[src/rtl/cc_pkg.sv]
package cc_pkg;
    localparam int unsigned DATA_W = 16;
    localparam int unsigned TGT_W  = 3;
    localparam logic [DATA_W-1:0] DSEL_ALL = '1;

    typedef enum logic [TGT_W-1:0] {
        TGT_HPM  = 3'd0,
        TGT_NXF  = 3'd1,
        TGT_PAGE = 3'd2,
        TGT_DSEL = 3'd3
    } tgt_e;

    typedef struct packed {
        logic              req;
        logic              wr;
        logic [TGT_W-1:0]  tgt;
        logic [DATA_W-1:0] data;
    } bus_t;

    typedef struct packed {
        logic hp_owner;
        logic nf_owner;
        logic any_match;
    } own_t;

    function automatic logic dev_selected(input logic [DATA_W-1:0] dsel,
                                          input logic [DATA_W-1:0] page);
        return (dsel == DSEL_ALL) || (dsel == page);
    endfunction
endpackage

[src/rtl/cc_flag_chain.sv]
module cc_flag_chain
    import cc_pkg::*;
(
    input  logic clk,
    input  logic rst,
    input  logic match_in_n,
    input  logic full_in_n,
    input  logic chain_match_n,
    input  logic loc_match,
    input  logic loc_full,
    output logic match_out_n,
    output logic full_out_n,
    output own_t own
);
    always_comb begin
        match_out_n   = match_in_n & ~loc_match;
        full_out_n    = full_in_n | ~loc_full;
        own.hp_owner  = match_in_n & loc_match;
        own.nf_owner  = ~full_in_n & ~loc_full;
        own.any_match = ~chain_match_n;
    end

    // a full indication may only pass on when it arrived
    assert_full_pass_R2: assert property (@(posedge clk) disable iff (rst)
        !full_out_n |-> !full_in_n);
    // a local match always reaches the next device
    assert_match_pass_R1: assert property (@(posedge clk) disable iff (rst)
        loc_match |-> !match_out_n);
endmodule

[src/rtl/cc_regs.sv]
module cc_regs
    import cc_pkg::*;
(
    input  logic              clk,
    input  logic              rst,
    input  bus_t              bus,
    input  logic              nf_owner,
    output logic [DATA_W-1:0] page,
    output logic [DATA_W-1:0] dsel
);
    logic wr_page, wr_dsel;

    always_comb begin
        wr_page = bus.req && bus.wr && (bus.tgt == TGT_PAGE) && nf_owner;
        wr_dsel = bus.req && bus.wr && (bus.tgt == TGT_DSEL);
    end

    always_ff @(posedge clk) begin
        if (rst) begin
            page <= '0;
            dsel <= DSEL_ALL;
        end else begin
            if (wr_page) page <= bus.data;
            if (wr_dsel) dsel <= bus.data;
        end
    end

    // every device takes a device-select write
    assert_dsel_load_R6: assert property (@(posedge clk) disable iff (rst)
        (bus.req && bus.wr && bus.tgt == TGT_DSEL) |=> (dsel == $past(bus.data)));
    // a page change needs free-location ownership
    assert_page_owner_R7: assert property (@(posedge clk) disable iff (rst)
        !nf_owner |=> $stable(page) || $past(rst));
endmodule

[src/rtl/cc_resp_gate.sv]
module cc_resp_gate
    import cc_pkg::*;
#(
    parameter int unsigned LOC_W = 8
) (
    input  logic              clk,
    input  logic              rst,
    input  bus_t              bus,
    input  own_t              own,
    input  logic [DATA_W-1:0] page,
    input  logic [DATA_W-1:0] dsel,
    input  logic [LOC_W-1:0]  loc_match_addr,
    input  logic [LOC_W-1:0]  loc_free_addr,
    output logic              resp_en,
    output logic [DATA_W-1:0] rd_data
);
    localparam int unsigned PG_W = DATA_W - LOC_W;

    logic              sel, reg_rd_ok, hit;
    logic [DATA_W-1:0] src;

    always_comb begin
        sel       = dev_selected(dsel, page);
        reg_rd_ok = sel && own.any_match && ((dsel == page) || own.hp_owner);
        hit       = 1'b0;
        src       = '0;
        case (bus.tgt)
            TGT_HPM: begin
                hit = sel && own.hp_owner;
                src = {page[PG_W-1:0], loc_match_addr};
            end
            TGT_NXF: begin
                hit = sel && own.nf_owner;
                src = {page[PG_W-1:0], loc_free_addr};
            end
            TGT_PAGE: begin
                hit = bus.wr ? own.nf_owner : reg_rd_ok;
                src = page;
            end
            TGT_DSEL: begin
                hit = bus.wr ? 1'b1 : reg_rd_ok;
                src = dsel;
            end
            default: begin
                hit = 1'b0;
                src = '0;
            end
        endcase
    end

    always_ff @(posedge clk) begin
        if (rst) begin
            resp_en <= 1'b0;
            rd_data <= '0;
        end else begin
            resp_en <= bus.req && hit;
            rd_data <= (bus.req && hit && !bus.wr) ? src : '0;
        end
    end

    // only the first matching device answers a match-location cycle
    assert_hpm_owner_R3: assert property (@(posedge clk) disable iff (rst)
        (bus.req && bus.tgt == TGT_HPM && !own.hp_owner) |=> !resp_en);
    // only the first non-full device answers a free-location cycle
    assert_nxf_owner_R4: assert property (@(posedge clk) disable iff (rst)
        (bus.req && bus.tgt == TGT_NXF && !own.nf_owner) |=> !resp_en);
    // register reads are refused while the system has no match
    assert_read_block_R8: assert property (@(posedge clk) disable iff (rst)
        (bus.req && !bus.wr && (bus.tgt == TGT_PAGE || bus.tgt == TGT_DSEL)
         && !own.any_match) |=> !resp_en);
    // write cycles never drive read data
    assert_wr_quiet_R9: assert property (@(posedge clk) disable iff (rst)
        (bus.req && bus.wr) |=> (rd_data == '0));
endmodule

[src/rtl/cascade_node.sv]
module cascade_node
    import cc_pkg::*;
#(
    parameter int unsigned LOC_W = 8
) (
    input  logic              clk,
    input  logic              rst,
    input  logic              match_in_n,
    input  logic              full_in_n,
    input  logic              chain_match_n,
    input  logic              loc_match,
    input  logic              loc_full,
    input  logic [LOC_W-1:0]  loc_match_addr,
    input  logic [LOC_W-1:0]  loc_free_addr,
    input  logic              bus_req,
    input  logic              bus_wr,
    input  logic [2:0]        bus_tgt,
    input  logic [15:0]       bus_wdata,
    output logic              match_out_n,
    output logic              full_out_n,
    output logic              resp_en,
    output logic [15:0]       rd_data
);
    bus_t              bus;
    own_t              own;
    logic [DATA_W-1:0] page, dsel;

    always_comb begin
        bus.req  = bus_req;
        bus.wr   = bus_wr;
        bus.tgt  = bus_tgt;
        bus.data = bus_wdata;
    end

    cc_flag_chain u_flags (
        .clk(clk), .rst(rst),
        .match_in_n(match_in_n), .full_in_n(full_in_n),
        .chain_match_n(chain_match_n),
        .loc_match(loc_match), .loc_full(loc_full),
        .match_out_n(match_out_n), .full_out_n(full_out_n),
        .own(own)
    );

    cc_regs u_regs (
        .clk(clk), .rst(rst), .bus(bus), .nf_owner(own.nf_owner),
        .page(page), .dsel(dsel)
    );

    cc_resp_gate #(.LOC_W(LOC_W)) u_gate (
        .clk(clk), .rst(rst), .bus(bus), .own(own),
        .page(page), .dsel(dsel),
        .loc_match_addr(loc_match_addr), .loc_free_addr(loc_free_addr),
        .resp_en(resp_en), .rd_data(rd_data)
    );

    // a reset cycle leaves the response idle
    assert_reset_idle_R10: assert property (@(posedge clk)
        rst |=> (!resp_en && rd_data == '0));
endmodule

[config.mk]
export PLATFORM = sky130hd
export DESIGN_NAME = cascade_node
export DESIGN_NICKNAME = d
export VERILOG_FILES = /design/src/rtl/cc_pkg.sv /design/src/rtl/cc_flag_chain.sv /design/src/rtl/cc_regs.sv /design/src/rtl/cc_resp_gate.sv /design/src/rtl/cascade_node.sv
export SDC_FILE = /design/constraint.sdc
export NUM_CORES = 1
export LEC_CHECK = 0
export BUFFER_PORTS_ARGS = -buffer_cell sky130_fd_sc_hd__buf_2
export CAP_MARGIN = 20
export CORE_MARGIN = 2
export CORE_UTILIZATION = 56
export CTS_BUF_LIST = sky130_fd_sc_hd__clkbuf_8
export CTS_CLUSTER_SIZE = 24
export DETAILED_ROUTE_END_ITERATION = 6
export GPL_ROUTABILITY_DRIVEN = 0
export GPL_TIMING_DRIVEN = 0
export PLACE_DENSITY = 0.81
export SLEW_MARGIN = 15
export SYNTH_ARGS = -nofsm -noshare
export SYNTH_HDL_FRONTEND = slang
export SYNTH_HIERARCHICAL = 1
export SYNTH_SLANG_ARGS = --single-unit
[constraint.sdc]
create_clock -name clk -period 2.54 [get_ports clk]
set_clock_uncertainty 0.15 [all_clocks]
set_input_delay 0.508 -clock clk [delete_from_list [all_inputs] [get_ports clk]]
set_output_delay 0.508 -clock clk [all_outputs]
set_load 0.02 [all_outputs]
==> impl_metrics.toml, run 1 <==
[routing]
vias = 2139
vias_per_cell = 5.54
drc_errors = 0
firstDrtPassIters = 4
wirelength_um = 6160
drtAntennaViolNets = 0
wire_per_inst_um = 15.9
drt_iter0_drc = 150

[cells_and_area]
drive_above_1_share = 0.346
num_antenna_cells = 0
area_delta_synth_final_pct = 17.5
final_util = 0.677
nets = 375

[timing]
report.final.slew_viol_count = 0
finalWorstSetupSlack_ps = 517
tightest_slew_ps = 557
max_slew_margin = 0.629
fmax_mhz = 494
hold_viol = 0
fin_crit_sh = 0.797
fin_crit_ps = 2020
finalSetupViolCount = 0
tns_ps = 0
rsz0062_at_grt = "no"

[logic_synthesis]
seq_area_frac_synth = 0.363
syn_area_um2 = 2700
yosys-top-cells-area = "dfxtp_1, mux2i_1, nand2b_1"
yosysMostFrequentCell = "dfxtp_1"
yosysWarnings = 6
syn_nets = 306
synth_top_cell_area_share = 0.363
synth-seq-cells = 49
syn_inst = 262
synthFlopType = "dfxtp_1"
synth_edf_count = 0
ys_top_cells_by_count = "dfxtp_1, nor2_1, nand2b_1, mux2i_1, xor2_1"
synth_cell_types = 34
yosys.area.top_type = "dfxtp_1"
synthArstFlopShare = 0
postSynthAreaPerCell_um2 = 10.3

[setup_path]
cp-start-kind = "register"
crit_path_top_delay_cell = "dfxtp_1"
worstSetupPathType = "reg -> reg"
crit_path_max_incr_delay_ps = 460
cp-end-kind = "register"
critical_path_buf_inv_count = 2
r2r_end = "u_gate/rd_data[13]$_SDFF_PP0_"
cp_max_fo = 10
cp.arrival_ps = 2110
cp.required_ps = 2620
cpLargestDelayFamily = "simple AND/OR/NAND/NOR gates"
r2r_cells = 7
r2r_slack_ps = 520
r2r-start = "u_regs/page[1]$_SDFFE_PP0P_"
worstPathCellList = "xor2_1, nor4_1, nand4_1, o22a_1, buf_6, buf_12, nor3_2"

[clocking]
clk_path_buf_depth = 2
htree_levels = 2
hold_buffers = 0
cts_setup_buffers = 0
cts_tree = "yes"
cts_made_buffers = 5
cts_resized = 0
root_buffer = "clkbuf_8"
cts.sinks = 49
clkTransAtPathRegs_ps = 90
clock_latency_ps = 300

[placed_design]
dp_slack_ps = 327
dp.final_hpwl_um = 4680
portBuffers = 62

[die]
ios = 63
row_count = 25
fp.dieArea_um2 = 5400
initial_core_util = 0.576
die_x_um = 73.5
die_y_um = 73.5
fp.coreArea_um2 = 4690

[pwr]
cellLeakagePower_nw = 1.22
powerDensity_nw_per_um2 = 461
peakVddDrop_mv = 0.316

[global_routing]
track_usage = 0.238
grt_pass1_wl_um = 9740
antenna_found_initial = 0
grt_max_degree = 16
overflow = 0
grt_pass1_vias = 2045

[hold_path]
min_path_cells = 2
hold_start = "rst"
min_path_type = "in -> reg"
holdPathEnd = "u_gate/resp_en$_SDFF_PP0_"

[run]
maxCapViolations = 0

[status]
status = "completed"
[layout make-up]
type	instances	area, um2
Timing Repair Buffer	62	310
Clock buffer	6	82.6
Tap cell	54	67.6
Buffer	19	166
Sequential cell	49	981
Clock inverter	2	13.8
Fill cell	399	1510
Multi-Input combinational cell	191	1550
Inverter	3	11.3
[registers in the layout, summed over array words and instances (netlist names)]
name,count
u_gate/rd_data,16
u_regs/dsel,16
u_regs/page,16
u_gate/resp_en,1
[logic make-up after synthesis]
kind of cell / after synthesis / share of synthesized area
AOI/OAI and AO/OA: 14 / 0.0361
DFF: 49 / 0.363
muxes: 48 / 0.220
xor gates and xnor gates: 16 / 0.0518
buffers and inverters: 22 / 0.0657
and+or+nand+nor: 113 / 0.264
[power breakdown]
group / switching [mW] / internal [mW] / leakage, nW / total, mW
combinational: 0.0981 / 0.105 / 0.773 / 0.203
sequential: 0.00638 / 0.773 / 0.396 / 0.779
clock: 0.261 / 0.221 / 0.0512 / 0.482
[how the worst max path moves through the flow]
stage                                                to  slack (ps)  cells past startpoint                          from
after floorplan            u_gate/rd_data[7]$_SDFF_PP0_         560                      4                    bus_tgt[1]
after global placement     u_gate/rd_data[7]$_SDFF_PP0_         340                      5                    bus_tgt[1]
after detailed placement   u_gate/rd_data[7]$_SDFF_PP0_         330                      5                    bus_tgt[1]
after CTS                 u_gate/rd_data[13]$_SDFF_PP0_         540                      6  u_regs/dsel[15]$_SDFFE_PP1P_
after global routing      u_gate/rd_data[15]$_SDFF_PP0_         450                      6   u_regs/dsel[1]$_SDFFE_PP1P_
final                     u_gate/rd_data[13]$_SDFF_PP0_         520                      7   u_regs/page[1]$_SDFFE_PP0P_
[layout by cell type (no fill, tap or decap), types with 5 or more instances in the layout]
master	count
clkbuf_8	8
nor3b_1	6
clkbuf_1	6
nor2b_1	9
xor2_1	16
nor3_2	8
mux4_2	7
mux2i_1	32
nand2b_1	34
dfxtp_1	49
nand4_1	5
a21oi_1	10
buf_2	65
nor2_1	35
mux2_2	8
[per-stage QoR]
| stage | cell area (um2) | std cells | hold slack [ps] | total power, mW |
|---|---|---|---|---|
| after floorplan | 2700 | 262 | 321 | 0.929 |
| after global placement | 3080 | 378 | 337 | 0.995 |
| after detailed placement | 3080 | 378 | 349 | 0.998 |
| after CTS | 3180 | 386 | 257 | 1.47 |
| after global routing | 3180 | 386 | 265 | 1.52 |
| final | 3180 | 386 | 258 | 1.46 |
[layer usage]
metal,track usage,vias to the layer above,share of wire
met5,0,-,0
met4,0.0768,0,0.016
met3,0.0466,10,0.052
met2,0.386,67,0.47
met1,0.318,1017,0.46
li1,-,1045,-
[worst register-to-register path, cell delays in order, from the launching register on]
cell     delay [ps]
dfxtp_1         460
xor2_1          120
nor4_1          370
nand4_1         160
o22a_1          220
buf_6           150
buf_12          140
nor3_2          170
Power figures use the tool's default switching activity.
==> inputs of run 2 (changes only) <==
--- a/config.mk
+++ b/config.mk
@@ -8,13 +8,13 @@
 export BUFFER_PORTS_ARGS = -buffer_cell sky130_fd_sc_hd__buf_2
 export CAP_MARGIN = 20
 export CORE_MARGIN = 2
-export CORE_UTILIZATION = 56
+export CORE_UTILIZATION = 50
 export CTS_BUF_LIST = sky130_fd_sc_hd__clkbuf_8
 export CTS_CLUSTER_SIZE = 24
 export DETAILED_ROUTE_END_ITERATION = 6
 export GPL_ROUTABILITY_DRIVEN = 0
 export GPL_TIMING_DRIVEN = 0
-export PLACE_DENSITY = 0.81
+export PLACE_DENSITY = 0.76
 export SLEW_MARGIN = 15
 export SYNTH_ARGS = -nofsm -noshare
 export SYNTH_HDL_FRONTEND = slang
==> constraint.sdc (replaced) <==
create_clock -name clk -period 1.65 [get_ports clk]
set_clock_uncertainty 0.15 [all_clocks]
set_input_delay 0.33 -clock clk [delete_from_list [all_inputs] [get_ports clk]]
set_output_delay 0.33 -clock clk [all_outputs]
set_load 0.02 [all_outputs]
==> run 2 against run 1 <==
Against the previous run:
- the flow now finishes with violations (setup timing)
- sequential share of layout area decreased by 0.13 points
- non-clock buffer count up 3
- register-to-register slack got worse by 780 ps
- via count fell by 1.4%
- critical path type unchanged
- critical endpoint is now u_gate/rd_data[7]$_SDFF_PP0_
==> impl_metrics.toml, run 2 (synthesis results as in run 1) <==
[global_routing]
grt_max_degree = 14
met3_usage = 0.0372
overflow = 0
track_usage = 0.213
use_met2 = 0.339
grt-busiest-layer = "met2"
grt_pass1_wl_um = 10000
gr-usage-met1 = 0.290
grt_pass1_vias = 2084
antenna_found_initial = 0

[pwr]
power_mw = 2.22
powerDensity_nw_per_um2 = 676
peakVddDrop_mv = 0.407
cellLeakagePower_nw = 1.27

[placed_design]
dp_slack_ps = -387
dp.final_hpwl_um = 4510
portBuffers = 62

[hold_path]
min_path_cells = 2
min_path_type = "in -> reg"

[clocking]
clk_path_buf_depth = 2
hold_buffers = 0
cts_tree = "yes"
root_buffer = "clkbuf_8"
htree_levels = 2
cts.sinks = 49
clock_latency_ps = 300
clkTransAtPathRegs_ps = 80
cts_made_buffers = 5

[routing]
wirelength_um = 6020
vias_per_cell = 5.22
wire_per_inst_um = 14.9
drtAntennaViolNets = 0
drt_iter0_drc = 128
vias = 2109
firstDrtPassIters = 4
drc_errors = 0

[setup_path]
cp.arrival_ps = 1990
worstPathCellList = "nand4_1, or4_4, o22a_1, buf_6, buf_12, nor3b_2"
r2r_cells = 6
crit_path_max_incr_delay_ps = 540
cp-end-kind = "register"
worstSetupPathType = "reg -> reg"
cp.required_ps = 1730
r2r_slack_ps = -260
cp-start-kind = "register"
cp_max_fo = 10
crit_path_top_delay_cell = "or4_4"

[timing]
tightest_slew_ps = 496
rsz0062_at_grt = "yes"
fmax_mhz = 524
hold_viol = 0
report.final.slew_viol_count = 0
finalWorstSetupSlack_ps = -259
max_slew_margin = 0.670
fin_crit_ps = 1910
fin_crit_sh = 1.16
finalSetupViolCount = 17

[cells_and_area]
nFillCells = 428
num_antenna_cells = 0
final_cell_mix = "buf_2, nor2_1, nand2b_1"
biggestRegsByFlops = "u_gate/rd_data x16, u_regs/dsel x16, u_regs/page x16"
area_delta_synth_final_pct = 21.7
final_util = 0.636
nets = 378
drive_above_1_share = 0.413
final_common_cell = "buf_2"

[die]
fp.dieArea_um2 = 6010
die_y_um = 77.5
row_count = 26
ios = 63
die_x_um = 77.5
initial_core_util = 0.523
fp.coreArea_um2 = 5170

[run]
maxCapViolations = 0

[status]
status = "finished, violations left"
violations = "setup timing"
[run 2: cell count changes in the layout (fill, tap and decap cells not counted), sizes merged]
| cell | before | now |
|---|---|---|
| clkinv | 2 | 0 |
| buf | 71 | 74 |
| inv | 3 | 4 |
| clkdlybuf4s50 | 1 | 0 |
| clkdlybuf4s18 | 0 | 1 |
[run 2: cell type report]
cell class                      instances  area [um2]  area share
Sequential cell                        49        1010       0.307
Clock inverter                          1        3.75     0.00114
Clock buffer                            6        82.6      0.0251
Buffer                                 19         165      0.0502
Tap cell                               70        87.6      0.0266
Multi-Input combinational cell        191        1600       0.485
Timing Repair Buffer                   65         333       0.101
Inverter                                3        11.3     0.00342
[run 2: what timing repair did]
item,CTS,global route
resized for setup,8,10
pin swaps,3,1
setup buffers,2,1
endpoints found under the setup margin,17,17
[run 2: power by group]
part,switching (mW),internal [mW]
combinational,0.158,0.172
sequential,0.00931,1.18
clock,0.373,0.327
total,0.541,1.68
[run 2: critical path, delay by kind of cell (launching register included)]
kind / cells / cell delay [ps]
compound gates: 1 / 220
simple gates: 3 / 790
buf+inv: 2 / 290
flops: 1 / 380
[run 2: routing by layer]
metal / vias to the layer above / wire length (um) / part of all wire
met1: 984 / 2900 / 0.48
met4: 0 / 70 / 0.012
met2: 68 / 2790 / 0.46
met5: - / 0 / 0
li1: 1050 / - / -
met3: 7 / 260 / 0.043
[run 2: final timing paths]
kind	start	end
max	u_regs/dsel[9]$_SDFFE_PP1P_	u_gate/rd_data[7]$_SDFF_PP0_
min	rst	u_gate/resp_en$_SDFF_PP0_
max reg2reg	u_regs/dsel[9]$_SDFFE_PP1P_	u_gate/rd_data[7]$_SDFF_PP0_
min reg2reg	u_regs/page[10]$_SDFFE_PP0P_	u_regs/page[10]$_SDFFE_PP0P_
[run 2: through the flow]
step	hold WS [ps]	cells	TNS [ps]	instance area, um2
after CTS	81.7	403	-3290	3240
after global routing	84.5	404	-4430	3290
after global placement	337	394	-5070	3110
final	83.4	404	-3480	3290
after detailed placement	342	394	-5300	3110
after floorplan	244	262	-643	2720
==> inputs of run 3 (changes only) <==
--- a/config.mk
+++ b/config.mk
@@ -8,15 +8,13 @@
 export BUFFER_PORTS_ARGS = -buffer_cell sky130_fd_sc_hd__buf_2
 export CAP_MARGIN = 20
 export CORE_MARGIN = 2
-export CORE_UTILIZATION = 50
+export CORE_UTILIZATION = 49
 export CTS_BUF_LIST = sky130_fd_sc_hd__clkbuf_8
 export CTS_CLUSTER_SIZE = 24
 export DETAILED_ROUTE_END_ITERATION = 6
 export GPL_ROUTABILITY_DRIVEN = 0
-export GPL_TIMING_DRIVEN = 0
 export PLACE_DENSITY = 0.76
 export SLEW_MARGIN = 15
 export SYNTH_ARGS = -nofsm -noshare
 export SYNTH_HDL_FRONTEND = slang
-export SYNTH_HIERARCHICAL = 1
 export SYNTH_SLANG_ARGS = --single-unit
==> constraint.sdc (replaced) <==
create_clock -name clk -period 1.65 [get_ports clk]
set_clock_uncertainty 0.15 [all_clocks]
set_input_delay 0.0825 -clock clk [delete_from_list [all_inputs] [get_ports clk]]
set_output_delay 0.0825 -clock clk [all_outputs]
set_load 0.02 [all_outputs]
==> run 3 against run 2 <==
Against the previous run:
- the flow still finishes with violations (setup timing)
- synthesized cell count down 8.8%
- via count grew 7.3%
- utilization up 10 points
- routed wire length is 14% higher
- power is 5.2% higher
- sequential share of layout area is 2.4 points lower
- non-clock buffer count up 42
- die area fell by 7.7%
- clock power is 11% higher
- maximum frequency up 3.5%
- critical path depth stayed put
- final cell count is 5.2% higher
- critical path type unchanged
- largest power group unchanged
==> impl_metrics.toml, run 3 <==
[logic_synthesis]
syn_inst = 239
syn_nets = 283
yosysMostFrequentCell = "dfxtp_1"
yosys-top-cells-area = "dfxtp_1, mux2i_1, mux4_2"
synth_edf_count = 0
seq_area_frac_synth = 0.403
synth-seq-cells = 49
yosysWarnings = 0
syn_area_um2 = 2430
synth_cell_types = 34
synthFlopType = "dfxtp_1"
ys_top_cells_by_count = "dfxtp_1, nand2_1, nor2_1, mux2i_1, nand3b_1"
synth_top_cell_area_share = 0.403
yosys.area.top_type = "dfxtp_1"
postSynthAreaPerCell_um2 = 10.2
synthArstFlopShare = 0

[placed_design]
dp.final_hpwl_um = 4710
post_dp_cell_area_um2 = 3110
portBuffers = 62

[setup_path]
cp-end-kind = "register"
cp.arrival_ps = 1930
cp-start-kind = "register"
cp_max_fo = 8
worstSetupPathType = "reg -> reg"
cp.required_ps = 1740

[hold_path]
min_path_type = "in -> reg"

[timing]
fmax_mhz = 542
finalWorstSetupSlack_ps = -194
report.final.slew_viol_count = 0
fin_crit_ps = 1840
hold_viol = 0
whs_ps = 81.6
fin_crit_sh = 1.12
finalSetupViolCount = 17
tns_ps = -2480
rsz0062_at_grt = "yes"
max_slew_margin = 0.705
tightest_slew_ps = 441

[clocking]
clock_latency_ps = 310
root_buffer = "clkbuf_8"
clkTransAtPathRegs_ps = 90
cts_tree = "yes"
cts.sinks = 49
clk_path_buf_depth = 2
htree_levels = 2
cts_made_buffers = 5

[status]
violations = "setup timing"
status = "finished, violations left"

[pwr]
cellLeakagePower_nw = 1.68
peakVddDrop_mv = 0.467
powerDensity_nw_per_um2 = 668

[cells_and_area]
post-route-cell-area_um2 = 3510
final_common_cell = "buf_2"
final_cell_mix = "buf_2, buf_4, dfxtp_1"
drive_above_1_share = 0.461
final_util = 0.737
num_antenna_cells = 0
nets = 401
area_delta_synth_final_pct = 44.0
biggestRegsByFlops = "u_gate.rd_data x16, u_regs.dsel x16, u_regs.page x16"

[die]
fp.dieArea_um2 = 5550
die_x_um = 74.5
row_count = 25
fp.coreArea_um2 = 4750
initial_core_util = 0.512
die_y_um = 74.5
ios = 63

[routing]
wl_met2_um = 3370
wirelength_um = 6830
drtAntennaViolNets = 0
wire_per_inst_um = 16.1
m1WireLength_um = 2850
met3_length_um = 466
drc_errors = 0
vias = 2262
vias_per_cell = 5.32
firstDrtPassIters = 4
dr.max_layer_used = "met4"
drt_iter0_drc = 163

[run]
maxCapViolations = 0

[global_routing]
antenna_found_initial = 0
track_usage = 0.256
grt_pass1_vias = 2223
grt_max_degree = 34
overflow = 0
grt_pass1_wl_um = 10500
run 3: cell count changes after synthesis, moves of 5 or more:
cell	change
xor2_1	-16
a2111oi_2	+5
xnor2_1	+16
a21oi_1	-6
nand2b_1	-31
nand3b_1	+16
nor2_1	-13
mux2i_1	-12
nand2_1	+33
run 3: timing repair:
action,4_1_cts,5_1_grt
resized for setup,7,8
buffers inserted,4,0
hold buffers,18,0
endpoints found under the hold margin,33,0
pin swaps,16,6
endpoints found under the setup margin,17,17
run 3: final timing paths:
kind | to | slack, ps | cells past startpoint | startpoint
setup / recovery | u_gate.rd_data[1]$_SDFF_PP0_ | -190 | 6 | u_regs.page[14]$_SDFFE_PP0P_
setup reg to reg | u_gate.rd_data[1]$_SDFF_PP0_ | -190 | 6 | u_regs.page[14]$_SDFFE_PP0P_
hold reg to reg | u_regs.dsel[4]$_SDFFE_PP1P_ | 350 | 2 | u_regs.dsel[4]$_SDFFE_PP1P_
hold / removal | u_gate.rd_data[5]$_SDFF_PP0_ | 80 | 3 | loc_match_addr[5]
run 3: logic make-up after synthesis:
| logic type | after synthesis | share of synthesized area |
|---|---|---|
| buffers and inverters | 16 | 0.0319 |
| and+or+nand+nor | 111 | 0.268 |
| DFF | 49 | 0.403 |
| AOI/OAI and AO/OA | 15 | 0.0653 |
| xor gates and xnor gates | 16 | 0.0576 |
| muxes | 32 | 0.175 |
run 3: layout make-up:
cell class	count	area, um2
clock buffers	7	96.3
clock inverters	1	5.00
fillers	353	1250
inverters	1	3.75
multi-input cells	174	1460
flip-flops and latches	49	995
well taps	67	83.8
repair buffers	126	865
run 3: critical path, stage by stage (launching register included):
cell and delay, ps:
dfxtp_1 340, xnor2_2 210, nand4_1 170, nor4_4 380
a21boi_4 190, buf_4 170, nor3b_1 160
run 3: through the flow:
step                worst slack [ps]  total power [mW]  std cells
floorplan                       3.93              1.39        239
global placement                -191              1.52        395
detailed placement              -241              1.53        395
CTS                             -192              2.34        425
global route                    -327              2.42        425
finish                          -194              2.34        425
run 3: report_power, final:
part | total (mW) | internal, mW | switching (mW)
Combinational | 0.355 | 0.192 | 0.163
Sequential | 1.21 | 1.19 | 0.0117
Clock | 0.780 | 0.379 | 0.401
Total | 2.34 | 1.77 | 0.575
run 3: per-layer routing:
metal	track usage	up-vias
met4	0.0992	0
met5	0	-
met2	0.431	96
met3	0.0515	12
li1	-	1082
met1	0.323	1072
